--- src/rtl/err_pkg.sv ---
package err_pkg;
  localparam int ADDR_STATUS = 0;
  localparam int ADDR_CMASK  = 1;
  localparam int ADDR_SMASK  = 2;
  localparam int ADDR_RSTCTL = 3;
  localparam int SYN_BASE    = 4;
endpackage

--- src/rtl/err_ce_counter.sv ---
module err_ce_counter #(
  parameter int CNT_W  = 8,
  parameter int THRESH = 16
) (
  input  logic             clk_i,
  input  logic             rst_ni,
  input  logic             inc_i,
  input  logic             clr_i,
  output logic [CNT_W-1:0] cnt_o,
  output logic             hit_o
);
  localparam logic [CNT_W-1:0] CNT_MAX = '1;
  localparam logic [CNT_W:0]   THR     = (CNT_W+1)'(THRESH);

  logic [CNT_W-1:0] cnt_q;

  always_ff @(posedge clk_i or negedge rst_ni) begin
    if (!rst_ni)                          cnt_q <= '0;
    else if (clr_i)                       cnt_q <= '0;
    else if (inc_i && cnt_q != CNT_MAX)   cnt_q <= cnt_q + 1'b1;
  end

  // escalate only on the report that crosses the threshold
  assign hit_o = inc_i && !clr_i && (cnt_q != CNT_MAX) && (({1'b0, cnt_q} + 1'b1) == THR);
  assign cnt_o = cnt_q;

  assert_cnt_sat_R4: assert property (@(posedge clk_i) disable iff (!rst_ni)
    (cnt_q == CNT_MAX && !clr_i) |=> (cnt_q == CNT_MAX));
  assert_cnt_clr_R4: assert property (@(posedge clk_i) disable iff (!rst_ni)
    clr_i |=> (cnt_q == '0));
endmodule

--- src/rtl/err_syn_slot.sv ---
module err_syn_slot #(
  parameter int SYN_W = 16
) (
  input  logic             clk_i,
  input  logic             rst_ni,
  input  logic             cap_i,
  input  logic             fatal_i,
  input  logic [SYN_W-1:0] syn_i,
  input  logic             rd_i,
  output logic             vld_o,
  output logic             fatal_o,
  output logic [SYN_W-1:0] syn_o
);
  logic             vld_q, fatal_q;
  logic [SYN_W-1:0] syn_q;
  logic             free;

  // a slot read in this cycle may take the new report
  assign free = !vld_q || rd_i;

  always_ff @(posedge clk_i or negedge rst_ni) begin
    if (!rst_ni) begin
      vld_q   <= 1'b0;
      fatal_q <= 1'b0;
      syn_q   <= '0;
    end else if (free) begin
      vld_q <= cap_i;
      if (cap_i) begin
        fatal_q <= fatal_i;
        syn_q   <= syn_i;
      end else begin
        fatal_q <= 1'b0;
        syn_q   <= '0;
      end
    end
  end

  assign vld_o   = vld_q;
  assign fatal_o = fatal_q;
  assign syn_o   = syn_q;

  assert_syn_keep_R6: assert property (@(posedge clk_i) disable iff (!rst_ni)
    (vld_q && !rd_i) |=> (vld_q && $stable(syn_q) && $stable(fatal_q)));
endmodule

--- src/rtl/err_wdog_gate.sv ---
module err_wdog_gate #(
  parameter int N_CORE = 4
) (
  input  logic [N_CORE-1:0] core_wdog_i,
  input  logic [N_CORE-1:0] core_mask_i,
  input  logic              sec_wdog_i,
  input  logic              sec_mask_i,
  input  logic              debug_mode_i,
  output logic [N_CORE-1:0] core_req_o,
  output logic              sec_req_o
);
  assign core_req_o = core_wdog_i & ~core_mask_i;
  // the secure mask only counts in debug mode
  assign sec_req_o  = sec_wdog_i & ~(sec_mask_i & debug_mode_i);
endmodule

--- src/rtl/err_collector.sv ---
module err_collector
  import err_pkg::*;
#(
  parameter int N_SRC     = 4,
  parameter int N_CORE    = 4,
  parameter int SYN_W     = 16,
  parameter int CNT_W     = 8,
  parameter int CE_THRESH = 16,
  parameter int ADDR_W    = 4,
  parameter int DATA_W    = 32
) (
  input  logic                    clk_i,
  input  logic                    rst_ni,
  input  logic [N_SRC-1:0]        err_vld_i,
  input  logic [N_SRC-1:0]        err_fatal_i,
  input  logic [N_SRC*SYN_W-1:0]  err_syn_i,
  input  logic [N_CORE-1:0]       core_wdog_i,
  input  logic                    sec_wdog_i,
  input  logic                    debug_mode_i,
  input  logic                    reg_we_i,
  input  logic                    reg_re_i,
  input  logic [ADDR_W-1:0]       reg_addr_i,
  input  logic [DATA_W-1:0]       reg_wdata_i,
  output logic [DATA_W-1:0]       reg_rdata_o,
  output logic                    reset_req_o
);
  localparam int CNT_BASE = SYN_BASE + N_SRC;
  localparam int ST_W     = N_SRC + N_CORE + 2;
  localparam int SEC_BIT  = N_SRC + N_CORE;
  localparam int SW_BIT   = N_SRC + N_CORE + 1;

  logic [ST_W-1:0]             status_q, st_set;
  logic [N_CORE-1:0]           core_mask_q, core_req;
  logic                        sec_mask_q, sec_req;
  logic [N_SRC-1:0]            src_set, syn_vld, syn_fat;
  logic [N_SRC-1:0][SYN_W-1:0] syn_dat;
  logic [N_SRC-1:0][CNT_W-1:0] cnt;
  logic                        rd_status, sw_req;

  assign rd_status = reg_re_i && reg_addr_i == ADDR_W'(ADDR_STATUS);
  assign sw_req    = reg_we_i && reg_addr_i == ADDR_W'(ADDR_RSTCTL) && reg_wdata_i[0];

  for (genvar i = 0; i < N_SRC; i++) begin : g_src
    logic ce_hit;
    err_ce_counter #(.CNT_W(CNT_W), .THRESH(CE_THRESH)) u_cnt (
      .clk_i (clk_i),
      .rst_ni(rst_ni),
      .inc_i (err_vld_i[i] && !err_fatal_i[i]),
      .clr_i (reg_we_i && reg_addr_i == ADDR_W'(CNT_BASE + i)),
      .cnt_o (cnt[i]),
      .hit_o (ce_hit)
    );
    err_syn_slot #(.SYN_W(SYN_W)) u_syn (
      .clk_i  (clk_i),
      .rst_ni (rst_ni),
      .cap_i  (err_vld_i[i]),
      .fatal_i(err_fatal_i[i]),
      .syn_i  (err_syn_i[i*SYN_W +: SYN_W]),
      .rd_i   (reg_re_i && reg_addr_i == ADDR_W'(SYN_BASE + i)),
      .vld_o  (syn_vld[i]),
      .fatal_o(syn_fat[i]),
      .syn_o  (syn_dat[i])
    );
    assign src_set[i] = (err_vld_i[i] && err_fatal_i[i]) || ce_hit;
  end

  err_wdog_gate #(.N_CORE(N_CORE)) u_wdog (
    .core_wdog_i (core_wdog_i),
    .core_mask_i (core_mask_q),
    .sec_wdog_i  (sec_wdog_i),
    .sec_mask_i  (sec_mask_q),
    .debug_mode_i(debug_mode_i),
    .core_req_o  (core_req),
    .sec_req_o   (sec_req)
  );

  assign st_set = {sw_req, sec_req, core_req, src_set};

  always_ff @(posedge clk_i or negedge rst_ni) begin
    if (!rst_ni) begin
      status_q    <= '0;
      core_mask_q <= '0;
      sec_mask_q  <= 1'b0;
    end else begin
      // new sets win over the read-clear
      status_q <= (rd_status ? '0 : status_q) | st_set;
      if (reg_we_i && reg_addr_i == ADDR_W'(ADDR_CMASK)) core_mask_q <= reg_wdata_i[N_CORE-1:0];
      if (reg_we_i && reg_addr_i == ADDR_W'(ADDR_SMASK)) sec_mask_q  <= reg_wdata_i[0];
    end
  end

  assign reset_req_o = |status_q;

  always_comb begin
    reg_rdata_o = '0;
    if (reg_addr_i == ADDR_W'(ADDR_STATUS)) reg_rdata_o[ST_W-1:0]   = status_q;
    if (reg_addr_i == ADDR_W'(ADDR_CMASK))  reg_rdata_o[N_CORE-1:0] = core_mask_q;
    if (reg_addr_i == ADDR_W'(ADDR_SMASK))  reg_rdata_o[0]          = sec_mask_q;
    for (int i = 0; i < N_SRC; i++) begin
      if (reg_addr_i == ADDR_W'(SYN_BASE + i)) begin
        reg_rdata_o[DATA_W-1]  = syn_vld[i];
        reg_rdata_o[DATA_W-2]  = syn_fat[i];
        reg_rdata_o[SYN_W-1:0] = syn_dat[i];
      end
      if (reg_addr_i == ADDR_W'(CNT_BASE + i)) reg_rdata_o[CNT_W-1:0] = cnt[i];
    end
  end

  assert_fatal_req_R2: assert property (@(posedge clk_i) disable iff (!rst_ni)
    (|(err_vld_i & err_fatal_i)) |=> reset_req_o);
  assert_sticky_R5: assert property (@(posedge clk_i) disable iff (!rst_ni)
    (reset_req_o && !rd_status) |=> reset_req_o);
  assert_core_wdog_R7: assert property (@(posedge clk_i) disable iff (!rst_ni)
    (|(core_wdog_i & ~core_mask_q)) |=> reset_req_o);
  assert_sec_wdog_R8: assert property (@(posedge clk_i) disable iff (!rst_ni)
    (sec_wdog_i && !debug_mode_i) |=> reset_req_o);
  assert_sw_req_R9: assert property (@(posedge clk_i) disable iff (!rst_ni)
    (reg_we_i && reg_addr_i == ADDR_W'(ADDR_RSTCTL) && reg_wdata_i[0]) |=> reset_req_o);
endmodule

--- config.mk ---
export PLATFORM = sky130hd
export DESIGN_NAME = err_collector
export DESIGN_NICKNAME = d
export VERILOG_FILES = /design/src/rtl/err_pkg.sv /design/src/rtl/err_ce_counter.sv /design/src/rtl/err_syn_slot.sv /design/src/rtl/err_wdog_gate.sv /design/src/rtl/err_collector.sv
export SDC_FILE = /design/constraint.sdc
export NUM_CORES = 1
export LEC_CHECK = 0
export BUFFER_PORTS_ARGS = -buffer_cell sky130_fd_sc_hd__buf_2
export CAP_MARGIN = 20
export CORE_ASPECT_RATIO = 1.2
export CORE_UTILIZATION = 45
export CTS_CLUSTER_SIZE = 8
export DETAILED_ROUTE_END_ITERATION = 8
export PLACE_DENSITY = 0.7
export SLEW_MARGIN = 20
export SYNTH_ARGS = -nofsm -noshare
export SYNTH_HDL_FRONTEND = slang
export SYNTH_SLANG_ARGS = --single-unit
--- constraint.sdc ---
create_clock -name clk_i -period 4.6 [get_ports clk_i]
set_clock_uncertainty 0.05 [all_clocks]
set_input_delay 0.92 -clock clk_i [delete_from_list [all_inputs] [get_ports clk_i]]
set_output_delay 0.92 -clock clk_i [all_outputs]
set_load 0.005 [all_outputs]
# ---- Yosys cells after proc, flatten, opt, wreduce, memory -nomap -nowiden
# Index checks and enable logic that the tools add are counted.
dict set report totals {
  reg_bits 119
  input_bits 118
  out_inout_bits 33
  wordCells 147
}
dict set report op_classes {
  n_addsub 8
  n_eq_ne 19
  n_mux 32
  n_bitwise 6
  n_reduce_logical 63
}
# op n
set ops {}
lappend ops {{$mux 16} 8}
lappend ops {{$mux 8} 12}
lappend ops {{$logic_and 1x1->1} 37}
lappend ops {{$add 8x1->9 const B} 4}
lappend ops {{$eq 9x5->1 const B} 4}
lappend ops {{$add 8x1->8 const B} 4}
lappend ops {{$ne 8x8->1 const B} 4}
lappend ops {{$mux 10} 2}
lappend ops {{$eq 4x3->1 const B} 4}
lappend ops {{$eq 4x4->1 const B} 4}
lappend ops {{$logic_not 1->1} 12}
lappend ops {{$or 10x10->10} 1}
lappend ops {{$reduce_or 10->1} 1}
lappend ops {{$eq 4x2->1 const B} 2}
lappend ops {{$logic_or 1x1->1} 8}
lappend ops {{$mux 2} 4}
lappend ops {{$reduce_bool 2->1} 4}
lappend ops {{$mux 1} 5}
lappend ops {{$and 4x4->4} 1}
lappend ops {{$eq 4x1->1 const B} 1}
lappend ops {{$logic_not 4->1} 1}
lappend ops {{$mux 4} 1}
lappend ops {{$not 4->4} 1}
lappend ops {{$and 1x1->1} 2}
lappend ops {{$not 1->1} 1}

# ---- Longest topological paths before layout
# Gate-level depths: netlist of the first run.
dict set report logic_depth {
  depth_word 12
  depth_mapped 7
  depth_no_buf 6
}

# ---- Modules after synthesis
# Synthesis of the first run repeated with hierarchy kept, for this count alone.
dict set report hier_totals {
  hier_cells 760
  area_unflattened_um2 7438.4
}
# mod instances cells_each area_each_um2 seq_area_each_um2
set modules_own_cells {}
lappend modules_own_cells {err_syn_slot 4 77 835.8 450.4}
lappend modules_own_cells {err_ce_counter 4 54 529.3 200.2}
lappend modules_own_cells {err_collector 1 231 1911.8 375.4}
lappend modules_own_cells {err_wdog_gate 1 5 66.3 0.0}

# ---- Worst setup path before layout of the first run
# Ideal clock, no wire load.
dict set report synth_timing {
  kind {in2out}
  startpoint {input port reg_addr_i[0]}
  endpoint {output port reg_rdata_o[0]}
  t_arrival_ns 1.990
  t_required_ns 3.630
  path_slack_ns 1.640
  cell_stages 7
  n_path_buf 2
  path_cell_list {buf_4 > buf_4 > nor2_1 > o21ai_0 > a311oi_1 > nor4_1 > nor3_1}
}
dict set report synth_between {
  elab_chain_cells 12
  word_cells_on_any_way 22
  classes_between {eq/ne: 10; mux: 11; reduce/logical: 1}
}
# element line_no
set synth_rtl {}
lappend synth_rtl {{start, declared} err_collector.sv:22} ;# input logic [ADDR_W-1:0] reg_addr_i,
lappend synth_rtl {{$logic_not 4->1} err_collector.sv:96} ;# if (reg_addr_i == ADDR_W'(ADDR_STATUS)) reg_rdata_o[ST_W-1:0] = status_q;
lappend synth_rtl {{$mux 10} err_collector.sv:96}
lappend synth_rtl {{$mux 4} err_collector.sv:97} ;# if (reg_addr_i == ADDR_W'(ADDR_CMASK)) reg_rdata_o[N_CORE-1:0] = core_mask_q;
lappend synth_rtl {{$mux 1} err_collector.sv:98} ;# if (reg_addr_i == ADDR_W'(ADDR_SMASK)) reg_rdata_o[0] = sec_mask_q;
lappend synth_rtl {{$mux 16} err_collector.sv:100} ;# if (reg_addr_i == ADDR_W'(SYN_BASE + i)) begin
lappend synth_rtl {{$mux 8} err_collector.sv:105} ;# if (reg_addr_i == ADDR_W'(CNT_BASE + i)) reg_rdata_o[CNT_W-1:0] = cnt[i];
lappend synth_rtl {{$mux 16} err_collector.sv:100}
lappend synth_rtl {{$mux 8} err_collector.sv:105}
lappend synth_rtl {{$mux 16} err_collector.sv:100}
lappend synth_rtl {{$mux 8} err_collector.sv:105}
lappend synth_rtl {{$mux 16} err_collector.sv:100}
lappend synth_rtl {{$mux 8 (*)} err_collector.sv:105}
lappend synth_rtl {{end, declared} err_collector.sv:24} ;# output logic [DATA_W-1:0] reg_rdata_o,
# Mark *: on every way between the ends. The rest lies on a longest branch, timed or not.

# ---- Worst setup path in the final report of the first run
dict set report layout_timing {
  startpoint {input port reg_addr_i[3]}
  endpoint {output port reg_rdata_o[1]}
}
dict set report layout_between {
  elab_chain_cells 11
  word_cells_on_any_way 20
  classes_between {eq/ne: 9; mux: 10; reduce/logical: 1}
}
# element line_no
set layout_rtl {}
lappend layout_rtl {{$logic_not 4->1} err_collector.sv:96}
lappend layout_rtl {{$mux 10} err_collector.sv:96}
lappend layout_rtl {{$mux 4} err_collector.sv:97}
lappend layout_rtl {{$mux 16} err_collector.sv:100}
lappend layout_rtl {{$mux 8} err_collector.sv:105}
lappend layout_rtl {{$mux 16} err_collector.sv:100}
lappend layout_rtl {{$mux 8} err_collector.sv:105}
lappend layout_rtl {{$mux 16} err_collector.sv:100}
lappend layout_rtl {{$mux 8} err_collector.sv:105}
lappend layout_rtl {{$mux 16} err_collector.sv:100}
lappend layout_rtl {{$mux 8 (*)} err_collector.sv:105}
# Marks and branches as above.

==> results by group, run 1 <==
Logic synthesis
  • Synth warn: 0
  • Synth Instances: approximately 750
  • Seq/Total Area, Yosys: 0.4435
  • Predominant post-synthesis flop cell: dfrtp_1
  • Mapped Area: approximately 6700 sq um
  • Ys async rst share: 1.000
  • Distinct cells, synth: 70
  • #FFs+latches synth: 119
  • Syn_area_per_cell: 8.976 sq um
  • Post-synth EDFFs: 0

Finish
  • Commonest non-fill, non-tap cell in the layout: nand2_1
  • Antenna diode count: 0
  • Layout area overhead: 17.01%
  • Total Nets Final: 960
  • Finished Layout Cells: about 1000
  • Share of layout cells above drive strength 1: 0.2149
  • Final Cell Area: ~7900 sq um
  • Register area: 2978 sq um
  • Multi-input gate area: ~3400 sq um
  • # fillers: roughly 1300
  • Commonest non-fill, non-tap cells in the layout: nand2_1, dfrtp_1, buf_2, nand3_1, nor2_1

GRT
  • Largest net degree at the start of global routing: 54
  • Vias in the first global route: approximately 5300
  • First-pass GRT wire length: roughly 28000 um
  • Overall global routing resource usage: 0.2446
  • Initial antenna violation count: 0
  • Global route overflow: 0

Placement
  • Final HPWL DP: roughly 13000 um
  • Placed cell areas: ~7300 sq um
  • GPL Wtd Cong: a little over 0.9
  • Pre-CTS WS: about 790 ps
  • IO buf count: between 100 and 150
  • Placed Instances: between 1000 and 1500

Clock tree
  • H-tree depth: 4
  • Clock transition at path regs: about 60 ps
  • CTS sink cnt: roughly 120
  • Total CTS buffers: 17
  • Setup bufs post-CTS: 0
  • Clock Latency Late Sink: 430 ps
  • Clk buf depth: 2
  • CTS Root Cell: clkbuf_16
  • Hold Buf Count CTS: 0
  • CTS tree: built
  • Post-CTS resize count: 0

Flow run
  • Max Cap Viol: 0

Power
  • Max VDD drop: between 0.2 and 0.25 mV
  • P_leak: around 3.8 nW
  • Tot Pwr: 3.547 mW
  • Pwr Density: 451.4 nW/um^2

Timing
  • Final Hold Viols: 0
  • Fin Setup TNS: 0 ps
  • Fmax: 259.9 MHz
  • RSZ-0062 raised after global routing: false
  • Fin crit period: ~3800 ps
  • Final period util: 0.8366
  • # setup viols final: 0
  • Max Slew Vio Count: 0
  • Relative slew slack: 0.4544
  • Final worst slack: 751.7 ps
  • Worst slew pin tran: about 820 ps

Critical path
  • Crit path buf inv count: 2
  • Worst EP required: about 3600 ps
  • Startpoint types: input pin
  • Top Family by Delay on Critical Path: simple AND/OR/NAND/NOR gates
  • Critical path type: input pin to output port
  • Critical Path Sink Type: output port
  • Worst R2R End: g_src[1].u_cnt.cnt_o[7]$_DFFE_PN0P_
  • Crit path top cell by count: buf_2
  • CP max FO: 17
  • CP Cell Sequence: buf_2, nand2b_1, a21oi_1, a32o_1, nor3_1, o21ai_1, buf_2
  • Slowest-stage cell, CP: nand2b_1
  • Critical Path AT: between 2000 and 3000 ps
  • R2R cell count: 6
  • WP depth: 7
  • Worst reg2reg startpoint: g_src[1].u_cnt.cnt_o[0]$_DFFE_PN0P_
  • Max incr delay on CP: 610 ps
  • Flop2flop setup slack: 2370 ps
  • Critical Path Start: reg_addr_i[3]
  • Critical Path Sink: reg_rdata_o[1]

Die
  • Io pins: roughly 150
  • Initial Util: 0.4639
  • FP Rows: 48
  • Core box area: 14470 sq um
  • Die Width: roughly 110 um
  • Die area: between 15000 and 20000 sq um
  • Die H: around 140 um

Detailed routing
  • Vias: 5822
  • Routed Antenna Nets: 0
  • Via/cell ratio: approximately 5.6
  • Routed Wire Length: around 18000 um
  • Initial DRC Count: around 440
  • 1st-pass router iterations: 5
  • Routed wire per std cell: roughly 17 um
  • DRC: 0

Status
  • Outcome: complete, no violations

Min path
  • Worst min-delay path class: register to register
==> cell families (layout without fill, tap and decap cells) <==
group / Yosys count / count (layout) / synth area share
AOI/OAI and AO/OA: 112 / 112 / 0.1241
xor gates and xnor gates: 28 / 28 / 0.03653
adders and majority gates: 8 / 8 / 0.01491
buffers and inverters: 71 / 157 / 0.05777
DFF: 119 / 119 / 0.4435
muxes: 27 / 27 / 0.05647
other: 1 / 14 / 0.0005585
and+or+nand+nor: 382 / 382 / 0.2661
==> worst min-delay path, delay by kind of cell, from the launching register on <==
kind | cells | cell delay [ps]
flip-flops | 1 | 340
AND/OR/NAND/NOR | 2 | 100
==> worst min path at each step <==
stage                                    startpoint                                    to  cells past startpoint
2_1_floorplan   g_src[0].u_syn.syn_o[0]$_DFFE_PN0P_   g_src[0].u_syn.syn_o[0]$_DFFE_PN0P_                      2
3_3_place_gp   g_src[0].u_syn.syn_o[15]$_DFFE_PN0P_  g_src[0].u_syn.syn_o[15]$_DFFE_PN0P_                      2
3_5_place_dp     g_src[1].u_syn.fatal_o$_DFFE_PN0P_    g_src[1].u_syn.fatal_o$_DFFE_PN0P_                      2
4_1_cts          g_src[1].u_syn.fatal_o$_DFFE_PN0P_    g_src[1].u_syn.fatal_o$_DFFE_PN0P_                      2
5_1_grt        g_src[2].u_syn.syn_o[11]$_DFFE_PN0P_  g_src[2].u_syn.syn_o[11]$_DFFE_PN0P_                      2
6_report       g_src[3].u_syn.syn_o[13]$_DFFE_PN0P_  g_src[3].u_syn.syn_o[13]$_DFFE_PN0P_                      2
==> stage by stage <==
stage          hold WS, ps  utilization
6_report             413.2       0.5428
5_1_grt              443.1       0.5428
3_5_place_dp         403.8       0.5012
2_1_floorplan        380.9            -
3_3_place_gp         397.1       0.5012
4_1_cts              416.9       0.5428
==> synth_stat cells (9+ instances only) <==
master	instances	share of area
nor3_1	12	0.0089
dfrtp_1	119	0.44
buf_2	19	0.014
xor2_1	17	0.022
nand3_1	78	0.058
and2_1	10	0.0093
o22ai_1	11	0.010
nor2b_1	9	0.0084
nor2_1	43	0.024
buf_4	20	0.022
mux2i_1	12	0.018
o21ai_0	18	0.013
clkbuf_1	18	0.010
inv_1	11	0.0061
nand2_1	171	0.096
a21oi_1	23	0.017
xnor2_1	11	0.014
nand2b_1	14	0.013
==> per-layer routing <==
layer	vias to the layer above	global-route usage	wire, um
met3	38	0.04564	1129
met2	230	0.3841	8663
met1	2802	0.3290	7663
met4	0	0.1096	546
li1	2752	-	-
met5	-	0	0
==> flip-flops by register name, summed over array words and instances, names as in the netlist <==
signal               cells
core_mask_q              4
g_src.u_cnt.cnt_o       32
g_src.u_syn.fatal_o      4
g_src.u_syn.syn_o       64
g_src.u_syn.vld_o        4
sec_mask_q               1
status_q                10
==> layout make-up <==
type                            instances  area share
Clock inverter                         14     0.02070
Clock buffer                           18     0.05590
Tap cell                              200     0.03185
Sequential cell                       119      0.3790
Inverter                               11    0.005256
Timing Repair Buffer                  114     0.07485
Multi-Input combinational cell        571      0.4324
==> power breakdown <==
part           internal, mW  switching [mW]
sequential             1.27           0.264
combinational         0.304           0.361
clock                 0.824           0.526
total                  2.40            1.15
No activity file was read; power rests on OpenSTA's default activity.
==> inputs of run 2 (changes only) <==
Settings changed: ABC_AREA set to 1, PLACE_DENSITY 0.7 to 0.71.
Clock period 4.6 ns to 3.8 ns, I/O delays scaled along.
==> run 2 against run 1 <==
Clock power rose by 36%; design area fell by 3.0%; non-clock buffer count fell by 4; die area fell by 4.9%; critical path type unchanged; combinational power rose by 5.9%; setup slack improved by 16 ps; highest routed layer unchanged; clock-buffer cell count rose by 4; critical path depth rose by 3; worst hold slack got worse by 46 ps; sequential power rose by 13%.
==> results by group, run 2 <==
Status
  • Outcome: complete, no violations (unchanged)

Finish
  • Commonest non-fill, non-tap cell in the layout: nand2_1 (unchanged)
  • Total Nets Final: 1016 (was 960)
  • Finished Layout Cells: 1073 (was 1047)
  • Layout area overhead: 19.50% (was 17.01%)
  • Antenna diode count: 0 (unchanged)
  • # fillers: 1280 (was 1326)
  • Max reg flops: 64 (unchanged)
  • Commonest non-fill, non-tap cells in the layout: nand2_1, nand3_1, dfrtp_1, buf_2, inv_1 (was nand2_1, dfrtp_1, buf_2, nand3_1, nor2_1)
  • Share of layout cells above drive strength 1: 0.1874 (was 0.2149)

Clock tree
  • Clk buf depth: 2 (unchanged)
  • Post-CTS resize count: 0 (unchanged)
  • Hold Buf Count CTS: 0 (unchanged)
  • Total CTS buffers: 17 (unchanged)
  • CTS sink cnt: 119 (unchanged)
  • Setup bufs post-CTS: 0 (unchanged)
  • H-tree depth: 4 (unchanged)
  • CTS Root Cell: clkbuf_16 (unchanged)
  • CTS tree: built (unchanged)
  • Clock transition at path regs: 50 ps (was 60 ps)
  • Clock Latency Late Sink: 420 ps (was 430 ps)

Die
  • FP Rows: 47 (was 48)
  • Io pins: 151 (unchanged)
  • Die H: 132.4 um (was 135.8 um)
  • Die area: 14650 sq um (was 15410 sq um)
  • Core box area: 13820 sq um (was 14470 sq um)
  • Initial Util: 0.4615 (was 0.4639)
  • Die Width: 110.7 um (was 113.5 um)

Placement
  • Final HPWL DP: 12750 um (was 13070 um)
  • IO buf count: 108 (unchanged)
  • GPL Wtd Cong: 0.8872 (was 0.9080)
  • Placed Instances: 1042 (was 1015)

Logic synthesis
  • #FFs+latches synth: 119 (unchanged)
  • Synth warn: 0 (unchanged)
  • Synth Instances: 791 (was 748)
  • Ys async rst share: 1.000 (unchanged)
  • Most common cell in the netlist: nand2_1 (unchanged)
  • Seq/Total Area, Yosys: 0.4669 (was 0.4435)
  • Post-synth EDFFs: 0 (unchanged)
  • Predominant post-synthesis flop cell: dfrtp_1 (unchanged)
  • Synth area leaders: dfrtp_1, nand3_1, nand2_1, inv_1, o21ai_0 (was dfrtp_1, nand2_1, nand3_1, mux4_2, nor2_1)
  • Syn_area_per_cell: 8.062 sq um (was 8.976 sq um)
  • Mapped Area: 6377 sq um (was 6714 sq um)
  • Area fraction of the dominant cell type after synthesis: 0.4669 (was 0.4435)
  • Cell accounting for the most synthesized area: dfrtp_1 (unchanged)
  • Top cells by count, synth: nand2_1, nand3_1, dfrtp_1 (was nand2_1, dfrtp_1, nand3_1)
  • Distinct cells, synth: 40 (was 70)

Timing
  • Worst slew pin tran: 779.5 ps (was 817.0 ps)
  • RSZ-0062 raised after global routing: false (unchanged)
  • Relative slew slack: 0.4803 (was 0.4544)
  • Fin Hold WS: 366.8 ps (was 413.2 ps)
  • Fin crit period: 3032 ps
  • Final period util: 0.7979
  • Fmax: approximately 330 MHz
  • Final Hold Viols: 0 (unchanged)
  • # setup viols final: 0 (unchanged)
  • Max Slew Vio Count: 0 (unchanged)
  • Fin Setup TNS: 0 ps (unchanged)

Critical path
  • Critical Path AT: 2220 ps (was 2880 ps)
  • Worst EP required: 2990 ps (was 3630 ps)
  • Critical Path Sink Type: output port (unchanged)
  • CP max FO: 14 (was 17)
  • Startpoint types: input pin (unchanged)
  • R2R cell count: 7 (was 6)
  • Critical path type: input pin to output port (unchanged)

GRT
  • Largest net degree at the start of global routing: 62 (was 54)
  • Overall global routing resource usage: 0.2474 (was 0.2446)
  • Initial antenna violation count: 0 (unchanged)
  • Vias in the first global route: 5553 (was 5304)
  • Global route overflow: 0 (unchanged)
  • First-pass GRT wire length: 28210 um (was 28290 um)

Power
  • P_leak: 3.745 nW (was 3.800 nW)
  • Pwr Density: 560.2 nW/um^2 (was 451.4 nW/um^2)
  • Max VDD drop: 0.3095 mV (was 0.2450 mV)

Detailed routing
  • Routed wire per std cell: 16.06 um (was 17.19 um)
  • Via/cell ratio: 5.406 (was 5.561)
  • DRC: 0 (unchanged)
  • 1st-pass router iterations: 7 (was 5)
  • Initial DRC Count: 497 (was 442)
  • Vias: 5801 (was 5822)
  • Routed Antenna Nets: 0 (unchanged)
  • Routed Wire Length: 17240 um (was 18000 um)

Flow run
  • Max Cap Viol: 0 (unchanged)

Min path
  • Worst min-delay path class: input pin to async pin (was register to register)
==> run 2: changes by cell type after synthesis, moves of 11 or more <==
cell and change:
inv_1 +95, nand3_1 +56, o21ai_0 +50, nand2_1 -28, o22ai_1 +23, nand4_1 +15
nand2b_1 -14, a21oi_1 -13, mux2i_1 -11, nor2_1 -11
==> run 2: cell type report <==
cell class	instances	area [sq um]	share of cell area
clock buffers	22	474.2	0.06222
clock inverters	9	195.2	0.02561
well taps	171	214.0	0.02807
multi-input cells	531	2773	0.3638
repair buffers	110	570.5	0.07486
flip-flops and latches	119	2978	0.3907
inverters	111	416.7	0.05467
==> run 2: per-stage QoR <==
| stage | cell area (sq um) | setup slack [ps] | power (mW) | utilization |
|---|---|---|---|---|
| finish | 7621 | 768.2 | 4.270 | 0.5515 |
| detailed placement | 6952 | 809.8 | 2.444 | 0.5030 |
| CTS | 7621 | 785.3 | 4.284 | 0.5515 |
| global route | 7621 | 656.7 | 4.485 | 0.5515 |
| floorplan | 6426 | 1385 | 2.183 | - |
| global placement | 6952 | 831.8 | 2.416 | 0.5030 |
==> run 2: critical path, cell delays in order <==
cell and delay, ps:
buf_2 120, inv_1 80, nor2_4 150, inv_2 80, nor2_4 270, inv_1 180, o22ai_1 240, a21oi_1 80
o21ai_0 110, buf_2 150
==> run 2: final timing paths <==
| kind | endpoint | startpoint | slack (ps) |
|---|---|---|---|
| worst max-delay path | reg_rdata_o[13] | reg_addr_i[2] | 770 |
| worst min-delay path | core_mask_q[3]$_DFFE_PN0P_ | rst_ni | 370 |
| worst max register to register | g_src[0].u_cnt.cnt_o[4]$_DFFE_PN0P_ | g_src[0].u_cnt.cnt_o[0]$_DFFE_PN0P_ | 1960 |
| worst min register to register | status_q[6]$_DFF_PN0_ | core_mask_q[2]$_DFFE_PN0P_ | 440 |
| max in group asynchronous | g_src[1].u_cnt.cnt_o[5]$_DFFE_PN0P_ | rst_ni | 2550 |
| min in group clk_i | status_q[6]$_DFF_PN0_ | core_mask_q[2]$_DFFE_PN0P_ | 440 |
==> run 2: cells by family after synthesis <==
group                    synth area share
adder cells (fa/ha/maj)           0.01570
AND/OR/NAND/NOR                    0.2653
XOR/XNOR                          0.02609
other                           0.0005880
multiplexers                      0.01216
flip-flops                         0.4669
buffers and inverters              0.1059
AO/OA/AOI/OAI                      0.1073
==> run 2: routing by layer <==
| metal | routed length, um | vias up | track usage |
|---|---|---|---|
| li1 | - | 2802 | - |
| met1 | 7471 | 2748 | 0.3212 |
| met2 | 8290 | 211 | 0.3948 |
| met3 | 949 | 40 | 0.05818 |
| met4 | 525 | 0 | 0.1096 |
| met5 | 0 | - | 0 |
==> run 2: where the power goes <==
| group | internal [mW] | switching, mW |
|---|---|---|
| clock network | 1.27 | 0.558 |
| logic | 0.285 | 0.419 |
| registers | 1.53 | 0.203 |
